<file path="src/rtl/nand_bridge_pkg.sv">
package nand_bridge_pkg;
  localparam int HOST_AW = 3;
  localparam int NAND_DW = 8;
  localparam int HOST_DW = 16;

  localparam logic [HOST_AW-1:0] OFS_DATA = 3'd0;
  localparam logic [HOST_AW-1:0] OFS_MODE = 3'd4;
  localparam logic [HOST_AW-1:0] OFS_STAT = 3'd5;
  localparam logic [HOST_AW-1:0] OFS_ISR  = 3'd6;
  localparam logic [HOST_AW-1:0] OFS_IMR  = 3'd7;

  localparam int MB_WP  = 7;
  localparam int MB_CE  = 4;
  localparam int MB_PWR = 2;
  localparam int MB_ALE = 1;
  localparam int MB_CLE = 0;

  localparam int ST_BUSY_BIT = 7;
  localparam int EV_READY    = 0;
  localparam int EV_BITS     = 4;

  typedef enum logic [1:0] {
    PH_IDLE,
    PH_LOW,
    PH_HIGH
  } strobe_ph_e;
endpackage

</file>
<file path="src/rtl/nand_bridge_sync.sv">
module nand_bridge_sync #(
  parameter int STAGES = 2
) (
  input  logic clk,
  input  logic rst_n,
  input  logic async_in,
  output logic level,
  output logic rise
);
  localparam int LEN = STAGES + 1;

  logic [LEN-1:0] chain;

  generate
    for (genvar g = 0; g < LEN; g++) begin : g_stage
      if (g == 0) begin : g_first
        always_ff @(posedge clk or negedge rst_n) begin
          if (!rst_n) chain[g] <= 1'b1;
          else        chain[g] <= async_in;
        end
      end else begin : g_next
        always_ff @(posedge clk or negedge rst_n) begin
          if (!rst_n) chain[g] <= 1'b1;
          else        chain[g] <= chain[g-1];
        end
      end
    end
  endgenerate

  assign level = chain[STAGES-1];
  assign rise  = chain[STAGES-1] & ~chain[STAGES];
endmodule

</file>
<file path="src/rtl/nand_bridge_regs.sv">
module nand_bridge_regs
  import nand_bridge_pkg::*;
(
  input  logic               clk,
  input  logic               rst_n,
  input  logic               wr_en,
  input  logic [HOST_AW-1:0] addr,
  input  logic [7:0]         wdata,
  input  logic               rdy_rise,
  input  logic               busy,
  output logic [7:0]         mode,
  output logic [EV_BITS-1:0] isr,
  output logic [7:0]         imr,
  output logic [7:0]         rd_byte,
  output logic               irq
);
  logic [EV_BITS-1:0] ev_set;

  always_comb begin
    ev_set = '0;
    ev_set[EV_READY] = rdy_rise;
  end

  always_ff @(posedge clk or negedge rst_n) begin
    if (!rst_n) begin
      mode <= '0;
      imr  <= '0;
    end else if (wr_en) begin
      if (addr == OFS_MODE) mode <= wdata;
      if (addr == OFS_IMR)  imr  <= wdata;
    end
  end

  always_ff @(posedge clk or negedge rst_n) begin
    if (!rst_n) begin
      isr <= '0;
    end else if (wr_en && addr == OFS_ISR) begin
      isr <= (isr & ~wdata[EV_BITS-1:0]) | ev_set;
    end else begin
      isr <= isr | ev_set;
    end
  end

  always_comb begin
    rd_byte = '0;
    case (addr)
      OFS_MODE: rd_byte = mode;
      OFS_STAT: rd_byte[ST_BUSY_BIT] = busy;
      OFS_ISR:  rd_byte[EV_BITS-1:0] = isr;
      OFS_IMR:  rd_byte = imr;
      default:  rd_byte = '0;
    endcase
  end

  assign irq = |(isr & imr[EV_BITS-1:0]);
endmodule

</file>
<file path="src/rtl/nand_bridge_strobe.sv">
module nand_bridge_strobe
  import nand_bridge_pkg::*;
#(
  parameter int PULSE_CYC   = 3,
  parameter int RECOVER_CYC = 2
) (
  input  logic               clk,
  input  logic               rst_n,
  input  logic               start,
  input  logic               wr,
  input  logic               wide,
  input  logic [HOST_DW-1:0] wdata,
  input  logic [NAND_DW-1:0] dq_in,
  output logic [NAND_DW-1:0] dq_out,
  output logic               dq_oe,
  output logic               we_n,
  output logic               re_n,
  output logic               busy,
  output logic               done,
  output logic [HOST_DW-1:0] rdata
);
  localparam int LANES = HOST_DW / NAND_DW;
  localparam int IW    = (LANES > 1) ? $clog2(LANES) : 1;
  localparam int MAXC  = (PULSE_CYC > RECOVER_CYC) ? PULSE_CYC : RECOVER_CYC;
  localparam int CW    = $clog2(MAXC + 1);

  strobe_ph_e         ph;
  logic [CW-1:0]      cnt;
  logic [IW-1:0]      idx;
  logic               wr_q;
  logic               wide_q;
  logic [HOST_DW-1:0] wbuf;
  logic [HOST_DW-1:0] rbuf;
  logic               last;

  assign last = wide_q ? (idx == IW'(LANES - 1)) : 1'b1;

  always_ff @(posedge clk or negedge rst_n) begin
    if (!rst_n) begin
      ph     <= PH_IDLE;
      cnt    <= '0;
      idx    <= '0;
      wr_q   <= 1'b0;
      wide_q <= 1'b0;
      wbuf   <= '0;
      rbuf   <= '0;
    end else begin
      case (ph)
        PH_IDLE: begin
          if (start) begin
            ph     <= PH_LOW;
            cnt    <= CW'(PULSE_CYC - 1);
            idx    <= '0;
            wr_q   <= wr;
            wide_q <= wide;
            wbuf   <= wdata;
            rbuf   <= '0;
          end
        end
        PH_LOW: begin
          if (cnt == '0) begin
            if (!wr_q) rbuf[idx*NAND_DW +: NAND_DW] <= dq_in;
            ph  <= PH_HIGH;
            cnt <= CW'(RECOVER_CYC - 1);
          end else begin
            cnt <= cnt - 1'b1;
          end
        end
        PH_HIGH: begin
          if (cnt == '0) begin
            if (!last) begin
              idx <= idx + 1'b1;
              ph  <= PH_LOW;
              cnt <= CW'(PULSE_CYC - 1);
            end else begin
              ph <= PH_IDLE;
            end
          end else begin
            cnt <= cnt - 1'b1;
          end
        end
        default: ph <= PH_IDLE;
      endcase
    end
  end

  assign we_n   = !(ph == PH_LOW && wr_q);
  assign re_n   = !(ph == PH_LOW && !wr_q);
  assign dq_oe  = (ph != PH_IDLE) && wr_q;
  assign dq_out = wbuf[idx*NAND_DW +: NAND_DW];
  assign busy   = (ph != PH_IDLE);
  assign done   = (ph == PH_HIGH) && (cnt == '0) && last;
  assign rdata  = rbuf;
endmodule

</file>
<file path="src/rtl/nand_bridge.sv">
module nand_bridge
  import nand_bridge_pkg::*;
#(
  parameter int PULSE_CYC   = 3,
  parameter int RECOVER_CYC = 2,
  parameter int SYNC_STAGES = 2
) (
  input  logic                clk,
  input  logic                rst_n,
  input  logic                host_req_valid,
  output logic                host_req_ready,
  input  logic                host_req_write,
  input  logic [HOST_AW-1:0]  host_req_addr,
  input  logic                host_req_wide,
  input  logic [HOST_DW-1:0]  host_req_wdata,
  output logic                host_rsp_valid,
  output logic [HOST_DW-1:0]  host_rsp_rdata,
  output logic                nand_ce_n,
  output logic                nand_cle,
  output logic                nand_ale,
  output logic                nand_we_n,
  output logic                nand_re_n,
  output logic                nand_wp_n,
  output logic                nand_pwr_en,
  output logic [NAND_DW-1:0]  nand_dq_out,
  output logic                nand_dq_oe,
  input  logic [NAND_DW-1:0]  nand_dq_in,
  input  logic                nand_rb_n,
  output logic                irq
);
  logic               accept;
  logic               data_hit;
  logic               eng_start;
  logic               reg_wr;
  logic               eng_busy;
  logic               eng_done;
  logic [HOST_DW-1:0] eng_rdata;
  logic               rb_level;
  logic               rdy_rise;
  logic [7:0]         mode_q;
  logic [EV_BITS-1:0] isr_q;
  logic [7:0]         imr_q;
  logic [7:0]         reg_rd;

  assign host_req_ready = !eng_busy;
  assign accept    = host_req_valid && host_req_ready;
  assign data_hit  = (host_req_addr == OFS_DATA);
  assign eng_start = accept && data_hit;
  assign reg_wr    = accept && host_req_write && !data_hit;

  nand_bridge_sync #(.STAGES(SYNC_STAGES)) u_sync (
    .clk      (clk),
    .rst_n    (rst_n),
    .async_in (nand_rb_n),
    .level    (rb_level),
    .rise     (rdy_rise)
  );

  nand_bridge_regs u_regs (
    .clk      (clk),
    .rst_n    (rst_n),
    .wr_en    (reg_wr),
    .addr     (host_req_addr),
    .wdata    (host_req_wdata[7:0]),
    .rdy_rise (rdy_rise),
    .busy     (!rb_level),
    .mode     (mode_q),
    .isr      (isr_q),
    .imr      (imr_q),
    .rd_byte  (reg_rd),
    .irq      (irq)
  );

  nand_bridge_strobe #(
    .PULSE_CYC   (PULSE_CYC),
    .RECOVER_CYC (RECOVER_CYC)
  ) u_strobe (
    .clk    (clk),
    .rst_n  (rst_n),
    .start  (eng_start),
    .wr     (host_req_write),
    .wide   (host_req_wide),
    .wdata  (host_req_wdata),
    .dq_in  (nand_dq_in),
    .dq_out (nand_dq_out),
    .dq_oe  (nand_dq_oe),
    .we_n   (nand_we_n),
    .re_n   (nand_re_n),
    .busy   (eng_busy),
    .done   (eng_done),
    .rdata  (eng_rdata)
  );

  always_ff @(posedge clk or negedge rst_n) begin
    if (!rst_n) begin
      host_rsp_valid <= 1'b0;
      host_rsp_rdata <= '0;
    end else begin
      host_rsp_valid <= (accept && !data_hit) || eng_done;
      if (eng_done)                 host_rsp_rdata <= eng_rdata;
      else if (accept && !data_hit) host_rsp_rdata <= {8'h00, reg_rd};
    end
  end

  assign nand_ce_n   = !mode_q[MB_CE];
  assign nand_cle    = mode_q[MB_CLE];
  assign nand_ale    = mode_q[MB_ALE];
  assign nand_wp_n   = mode_q[MB_WP];
  assign nand_pwr_en = mode_q[MB_PWR];
endmodule

</file>
<file path="config.mk">
export PLATFORM = sky130hd
export DESIGN_NAME = nand_bridge
export DESIGN_NICKNAME = d
export VERILOG_FILES = /design/src/rtl/nand_bridge_pkg.sv /design/src/rtl/nand_bridge_sync.sv /design/src/rtl/nand_bridge_regs.sv /design/src/rtl/nand_bridge_strobe.sv /design/src/rtl/nand_bridge.sv
export SDC_FILE = /design/constraint.sdc
export NUM_CORES = 1
export LEC_CHECK = 0
export BUFFER_PORTS_ARGS = -buffer_cell sky130_fd_sc_hd__buf_2
export CORE_AREA = 2 2 93 95
export CTS_CLUSTER_SIZE = 12
export DETAILED_ROUTE_END_ITERATION = 12
export DIE_AREA = 0 0 95 97
export PLACE_DENSITY = 0.76
export SLEW_MARGIN = 0
export SYNTH_ARGS = -nofsm -noshare
export SYNTH_HDL_FRONTEND = slang
export SYNTH_SLANG_ARGS = --single-unit
</file>
<file path="constraint.sdc">
create_clock -name clk -period 4.23 [get_ports clk]
set_input_delay 0.6345 -clock clk [delete_from_list [all_inputs] [get_ports clk]]
set_output_delay 0.6345 -clock clk [all_outputs]
set_load 0.005 [all_outputs]
</file>
Word level (Yosys, flattened, before mapping):

Index checks and enable logic that the tools add are counted.

* register bits: 79
* input bits: 33
* output and inout port bits: 35
* logic and storage cells: 101

* add/sub/neg operators: 3
* eq/ne operators: 12
* shift-type cells: 3
* mux-type cells: 26
* bitwise gates (word level): 7
* reductions and logical operators: 35

Operators by type and width (count)
* 2-to-1 mux 16 bit: 5
* negator 4 -> 34 bit: 1
* variable shift 8 x 34 -> 16 bit (first input constant): 1
* indexed part select 8 x 34 -> 16 bit: 1
* one-hot mux 16 bit (2 select lines): 1
* bitwise mux 16 bit: 1
* indexed part select 16 x 5 -> 8 bit: 1
* 2-to-1 mux 2 bit: 7
* equality test 3 bit (second input constant): 4
* one-hot mux 2 bit (3 select lines): 2
* one-hot mux 4 bit (3 select lines): 1
* logical AND 1 bit: 11
* AND 4 bit: 2
* OR 4 x 1 -> 4 bit: 2
* AND reduction 4 bit: 2
* nonzero test 2 bit: 4
* logical NOT 1 bit: 7
* != test 2 bit (second input constant): 3
* one-hot mux 3 bit (2 select lines): 1
* AND reduction 2 bit: 3
* AND reduction 3 bit: 2
* 2-to-1 mux 1 bit: 5
* logical NOT 2 bit: 2
* 2-to-1 mux 4 bit: 1
* 15 further kinds: 16

Depth between registers and ports, before layout:

Gate-level depths: netlist of the first run.

* depth after elaboration: 7
* depth in mapped cells: 8

Cells and area by module:

Synthesis of the first run repeated with hierarchy kept, for this count alone.

* cell total of the unflattened synthesis: 299
* area total of the unflattened synthesis: 3849.9 µm²

Modules (own cells, without submodules)
* nand_bridge_strobe: instances 1, cells each 162, area each 1919.3 µm²
* nand_bridge_regs: instances 1, cells each 80, area each 1071.0 µm²
* nand_bridge: instances 1, cells each 53, area each 767.0 µm²
* nand_bridge_sync: instances 1, cells each 4, area each 92.6 µm²

Least setup slack after synthesis of the first run:

Ideal clock, no wire load.

* path kind: input-to-reg
* from: input port host_req_addr[2]
* to: register u_strobe.cnt[0]
* library setup time: 128 ps
* arrival: 1838 ps
* data required time: 4102 ps
* slack: 2264 ps
* cell stages on the path: 4
* buffers on the path: 0
* path through: or4b_4 -> nand2_2 -> nor3b_2 -> mux2_1

* cells in the longest elaborated chain, start to end: 4

RTL lines
* start, declared: line nand_bridge.sv:13 `input logic [HOST_AW-1:0] host_req_addr,`
* logical NOT 3 bit: line nand_bridge.sv:47 `assign data_hit = (host_req_addr == OFS_DATA);`
* logical AND 1 bit: line nand_bridge.sv:48 `assign eng_start = accept && data_hit;`
* != test 2 bit (no line)
* AND reduction 3 bit (no line)
* end signal, assigned: line nand_bridge_strobe.sv:66 `cnt <= cnt - 1'b1;`
* end signal, assigned: line nand_bridge_strobe.sv:74 `cnt <= CW'(PULSE_CYC - 1);`
* end signal, assigned: line nand_bridge_strobe.sv:79 `cnt <= cnt - 1'b1;`
* end, declared: line nand_bridge_strobe.sv:28 `logic [CW-1:0] cnt;`

No other way between the ends.
A chain may end at the register's enable or synchronous reset.

Worst setup path in the final report of the first run:

* from: register u_strobe.ph[0]
* to: register u_strobe.wbuf[3]

* cells in the longest elaborated chain, start to end: 5
* elaborated cells between the ends (all ways): 6

RTL lines
* start, declared: line nand_bridge_strobe.sv:27 `strobe_ph_e ph;`
* start signal, assigned: line nand_bridge_strobe.sv:40 `ph <= PH_IDLE;`
* start signal, assigned: line nand_bridge_strobe.sv:51 `ph <= PH_LOW;`
* start signal, assigned: line nand_bridge_strobe.sv:63 `ph <= PH_HIGH;`
* nonzero test 2 bit: line nand_bridge_strobe.sv:91 `assign busy = (ph != PH_IDLE);`
* logical NOT 1 bit: line nand_bridge.sv:45 `assign host_req_ready = !eng_busy;`
* logical AND 1 bit: line nand_bridge.sv:46 `assign accept = host_req_valid && host_req_ready;`
* logical AND 1 bit: line nand_bridge.sv:48
* AND reduction 2 bit (no line) (*)
* end signal, assigned: line nand_bridge_strobe.sv:56 `wbuf <= wdata;`
* end, declared: line nand_bridge_strobe.sv:32 `logic [HOST_DW-1:0] wbuf;`

Mark *: on every way between the ends. The rest lies on a longest branch, timed or not.

==> results.yml, run 1 <==
status:
  status: "finished, final reports clean"
worst_setup_path:
  worstPathRequired_ns: 4.46
  crit_path_start_kind: "register"
  worst-path-max-fanout: 19
  endpoint_kind: "register"
  critPathKind: "register to register"
  worstPathArrival_ns: 2.68
yosys:
  synth_cell_types: 42
  async_reset_ff_share_pct: 100.0
  synth_area_um2: 3598
  synth-seq-cells: 79
  yosys_warnings: 0
  synth_area_per_cell_um2: 11.61
  synth_top_area_share_pct: 52.85
  netlist_instances: 310
  synth-edff-count: 0
  syn_nets: 350
  synth.most_common_cell: "dfrtp_1"
  yosysTopAreaCell: "dfrtp_1"
  yosysSeqAreaShare_pct: 55.04
  synthTopCellsByCount: "dfrtp_1 (76), mux2_2 (45), nand2_1 (34)"
  synth_area_leaders: "dfrtp_1 (53%), mux2_2 (14%), o21ai_0 (4.6%)"
  synthFlopType: "dfrtp_1"
timing:
  whs_ns: 0.3593
  period_minus_slack_ns: 2.442
  setup_viol: 0
  worstMarginPinSlew_ns: 1.128
  slew_headroom_pct: 24.67
  hold_viol: 0
  finalCritPeriodShare_pct: 57.73
  fmax_mhz: 409.5
  rsz0062_at_grt: "no"
  skew_ns: 0.004578
  final.setup.tns_ns: 0
  final_max_slew_viol_count: 0
drt:
  drt-pass1-iter-count: 4
  route.detailed.drc: 0
  vias_per_cell: 5.354
  ant_nets: 0
  vias: 2586
  routed_wirelength_um: 7566
  routedWlPerCell_um: 15.66
  first_iter_violations: 93
cells_and_area:
  fin_util_pct: 51.42
  nNetsFinal: 413
  multi_input_area_um2: 1508
  seq_area_um2: 1981
  insertedDiodeCount: 0
  final_area_um2: 4183
  syn2layout_area_growth_pct: 16.24
  nFillCells: 721
  drive_gt1_share_pct: 37.04
power:
  p_total_w: 0.002547
  p_per_area_nw_per_um2: 608.8
  p_leak_nw: 2.024
  vdd_drop_max_uv: 336.7
global_routing:
  track_usage_pct: 17.46
  grt_pass1_wl_um: 12490
  grt_max_degree: 80
  antenna_found_initial: 0
  grt_pass1_vias: 2572
  overflow: 0
clocking:
  clk_latency_ns: 0.35
  postCtsSetupBuffers: 0
  cts_tree: "built"
  hold_buffers: 0
  cts_resized: 0
  htree_num_levels: 3
  clock-sinks: 79
  cts_buffer_depth: 2
  clkTransAtPathRegs_ns: 0.07
  clockRootBuffer: "clkbuf_8"
  cts_inserted_buffers: 9
place:
  portBuffers: 67
  dpl.hpwl_um: 5489
  dpl_cell_area_um2: 3988
  gp_congestion: 0.7858
min_path:
  hold_path_class: "register to register"
floorplan:
  die-area_um2: 9215
  initial_core_util_pct: 44.24
  die_x_um: 95
  core_area_um2: 8134
  dieHeight_um: 97
  num_rows: 33
  io_pins: 68
flow_run:
  maxCapViolCount: 0
flip-flops by register name, summed over array words and instances, names as in the netlist, 2 cells and up:
| name | cells |
|---|---|
| u_regs.isr | 4 |
| u_strobe.wbuf | 16 |
| u_strobe.ph | 2 |
| u_strobe.cnt | 2 |
| u_regs.imr | 8 |
| u_sync.chain | 2 |
| u_strobe.rdata | 16 |
| host_rsp_rdata | 16 |
| u_regs.mode | 8 |
worst max-delay path, cell delays in order, from the launching register on:
cell and delay (ns):
dfrtp_1 0.40, inv_1 0.11, ha_1 0.50, and4b_1 0.89
mux2_2 0.42
through the flow:
stage                     cells  setup WS (ns)
after global placement      467          1.826
after global routing        483          1.638
after CTS                   483          1.763
after floorplan             310          2.264
final                       483          1.788
after detailed placement    467          1.706
logic make-up (layout without fill, tap and decap cells):
family                     after synthesis  in the layout  synth area share (%)
muxes                                   48             48                 14.99
buffers and inverters                   23             91                 3.060
AOI/OAI and AO/OA                       73             73                 13.67
DFF                                     79             79                 55.04
adders and majority gates                7              7                 2.434
and+or+nand+nor                         80             80                 10.81
cell type report:
type                    count  share of cell area, %
clock inverters             2                 0.2991
inverters                   8                 0.7179
well taps                 105                  3.141
repair buffers             67                  8.077
clock buffers              14                  4.367
multi-input cells         208                  36.05
flip-flops and latches     79                  47.35
routing by layer:
layer	track usage, %	share of wire, %
met5	0	0
met4	5.017	1.1
met3	5.763	6.5
met2	27.66	49
met1	22.80	43
cell usage in the layout, fill, tap and decap left out, types with 7 or more instances in the layout:
cell / n
ha_1: 7
buf_2: 66
a21oi_1: 8
mux2_2: 45
nand3_1: 9
dfrtp_1: 76
inv_1: 8
o21ai_0: 33
nand2_1: 34
a221oi_1: 7
nor2_1: 16
a22o_1: 8
clkbuf_8: 13
report_power, final:
group,internal (W),switching [W]
logic,0.000426,0.000429
registers,0.000997,0.000163
clock network,0.000277,0.000255
path summary, 6_finish.rpt:
check	startpoint	end	slack, ns	depth (start not counted)
setup / recovery	u_strobe.ph[0]	u_strobe.wbuf[3]	1.79	4
hold / removal	u_sync.chain[0]	u_sync.level	0.36	0
setup reg to reg	u_strobe.ph[0]	u_strobe.wbuf[3]	1.79	4
hold reg to reg	u_sync.chain[0]	u_sync.level	0.36	0
max in group asynchronous	rst_n	u_strobe.ph[0]	3.17	1
min in group asynchronous	rst_n	u_strobe.cnt[0]	0.41	1
No activity file was read; power rests on OpenSTA's default activity.
==> run 2, diff against run 1 <==
Settings changed: PLACE_DENSITY 0.76 to 0.78.
Clock period 4.23 ns to 2.2 ns, I/O delays scaled along.
==> run 2 against run 1 <==
Compared with the run above:
- clock skew up 0.0061 ns
- utilization is 2.0 points higher
- via count grew 1.7%
==> results.yml, run 2 (same netlist as run 1, synthesis figures left out) <==
global_routing:
  antenna_found_initial: 0
  overflow: 0
  grt_pass1_vias: 2640
  grt_use_met2_pct: 30.11
  busiest_layer: "met2"
  track_usage_pct: 17.83
  grtUsageMet3_pct: 4.984
  grt_max_degree: 42
  use_met1_pct: 21.82
  grt_pass1_wl_um: 12820
timing:
  whs_ns: 0.06623
  slew_headroom_pct: 57.99
  rsz0062_at_grt: "no"
  fmax_mhz: 494.7
  final.setup.tns_ns: 0
  setup_viol: 0
  worstMarginPinSlew_ns: 0.6291
  finalCritPeriodShare_pct: 91.88
  final_max_slew_viol_count: 0
  hold_viol: 0
  period_minus_slack_ns: 2.021
  skew_ns: 0.01066
clocking:
  clock-sinks: 79
  htree_num_levels: 3
  cts_tree: "built"
  clkTransAtPathRegs_ns: 0.08
  clk_latency_ns: 0.36
  cts_buffer_depth: 2
  clockRootBuffer: "clkbuf_8"
  cts_inserted_buffers: 9
place:
  gp_congestion: 0.7982
  portBuffers: 67
  dpl.hpwl_um: 5578
drt:
  ant_nets: 0
  vias_per_cell: 5.348
  drt-pass1-iter-count: 4
  routedWlPerCell_um: 15.70
  vias: 2631
  route.detailed.drc: 0
  routed_wirelength_um: 7724
  first_iter_violations: 63
worst_setup_path:
  r2r_start: "u_strobe.ph[0]"
  endpoint_kind: "register"
  worstPathRequired_ns: 2.48
  path_buf_inv: 2
  crit_path_start_kind: "register"
  path_common_cell: "o21ai_0"
  worst-path-max-fanout: 16
  path_delay_family: "compound AO/OA/AOI/OAI gates"
  crit_chain: "inv_1, ha_1, buf_4, nor2b_1, o2bb2ai_2, o21ai_0, o21ai_0"
  slowest_stage: "o2bb2ai_2"
  worstPathArrival_ns: 2.30
  critPathKind: "register to register"
  slowest_delay_ns: 0.51
  critPathLaunch: "u_strobe.ph[0]"
floorplan:
  die_x_um: 95
  core_area_um2: 8134
  io_pins: 68
  num_rows: 33
  dieHeight_um: 97
  die-area_um2: 9215
  initial_core_util_pct: 44.24
cells_and_area:
  drive_gt1_share_pct: 38.50
  insertedDiodeCount: 0
  syn2layout_area_growth_pct: 20.79
  nNetsFinal: 422
  nFillCells: 714
  mostFrequentLayoutCell: "dfrtp_1"
  most-common-layout-cells: "dfrtp_1 (76), buf_2 (66), mux2_2 (45)"
power:
  vdd_drop_max_uv: 681.0
  p_leak_nw: 2.111
  p_per_area_nw_per_um2: 1214
min_path:
  hp-start: "nand_rb_n"
  hold_path_class: "primary input to register"
flow_run:
  maxCapViolCount: 0
status:
  status: "finished, final reports clean"
## run 2: cell count changes in the layout (fill, tap and decap cells not counted), sizes merged
| cell | previous run | this run |
|---|---|---|
| inv | 8 | 9 |
| clkbuf | 14 | 12 |
| bufinv | 0 | 3 |
| clkinv | 1 | 0 |
| dlygate4sd3 | 0 | 1 |
| clkinvlp | 1 | 0 |
| buf | 67 | 75 |
## run 2: final timing paths
check	end	slack [ns]	cells after the start
min reg2reg	u_sync.level	0.36	0
min in group asynchronous	u_regs.imr[7]	0.50	2
max	u_strobe.rdata[3]	0.18	7
max reg2reg	u_strobe.rdata[3]	0.18	7
min	u_sync.chain[0]	0.07	1
max in group asynchronous	u_sync.chain[0]	1.05	3
## run 2: per-stage QoR
stage               worst slack (ns)  instances  instance area, um2  total power (W)  utilization, %
floorplan                     0.3242        310                3598         0.003340               -
global placement              0.3002        475                4073         0.003867           50.07
detailed placement            0.2248        475                4073         0.003944           50.07
CTS                           0.1973        492                4347         0.005335           53.44
global route                 0.01094        492                4347         0.005627           53.44
finish                        0.1787        492                4347         0.005278           53.44
## run 2: worst reg2reg max path: stages, from the launching register on
cell and delay, ns:
dfrtp_1 0.39, inv_1 0.09, ha_1 0.27, buf_4 0.20
nor2b_1 0.18, o2bb2ai_2 0.51, o21ai_0 0.20, o21ai_0 0.11
## run 2: report_power, final
| group | leakage [nW] | switching, W | total [W] | internal (W) |
|---|---|---|---|---|
| sequential | 1.02 | 0.000292 | 0.00221 | 0.00192 |
| clock | 0.133 | 0.000518 | 0.00137 | 0.000851 |
| combinational | 0.958 | 0.000847 | 0.00170 | 0.000855 |
| total | 2.11 | 0.00166 | 0.00528 | 0.00362 |
## run 2: final cells by class
cell class	instances	area [um2]	share of cell area, %
clock buffers	12	165.2	3.800
clock inverters	4	98.84	2.274
inverters	8	30.03	0.6908
multi-input cells	208	1508	34.69
flip-flops and latches	79	1981	45.57
well taps	105	131.4	3.022
repair buffers	76	432.9	9.960
## run 2: what timing repair did
action / 4_1_cts / 5_1_grt
hold buffers: 1 / 0
setup buffers: 0 / 0
gates resized for setup: 0 / 0
hold endpoints to repair: 38 / 0
## run 2: per-layer routing
layer  up-vias  routed length [um]
li1       1247                   -
met1      1295                3343
met4         0                  59
met3         7                 503
met2        82                3818
met5         -                   0
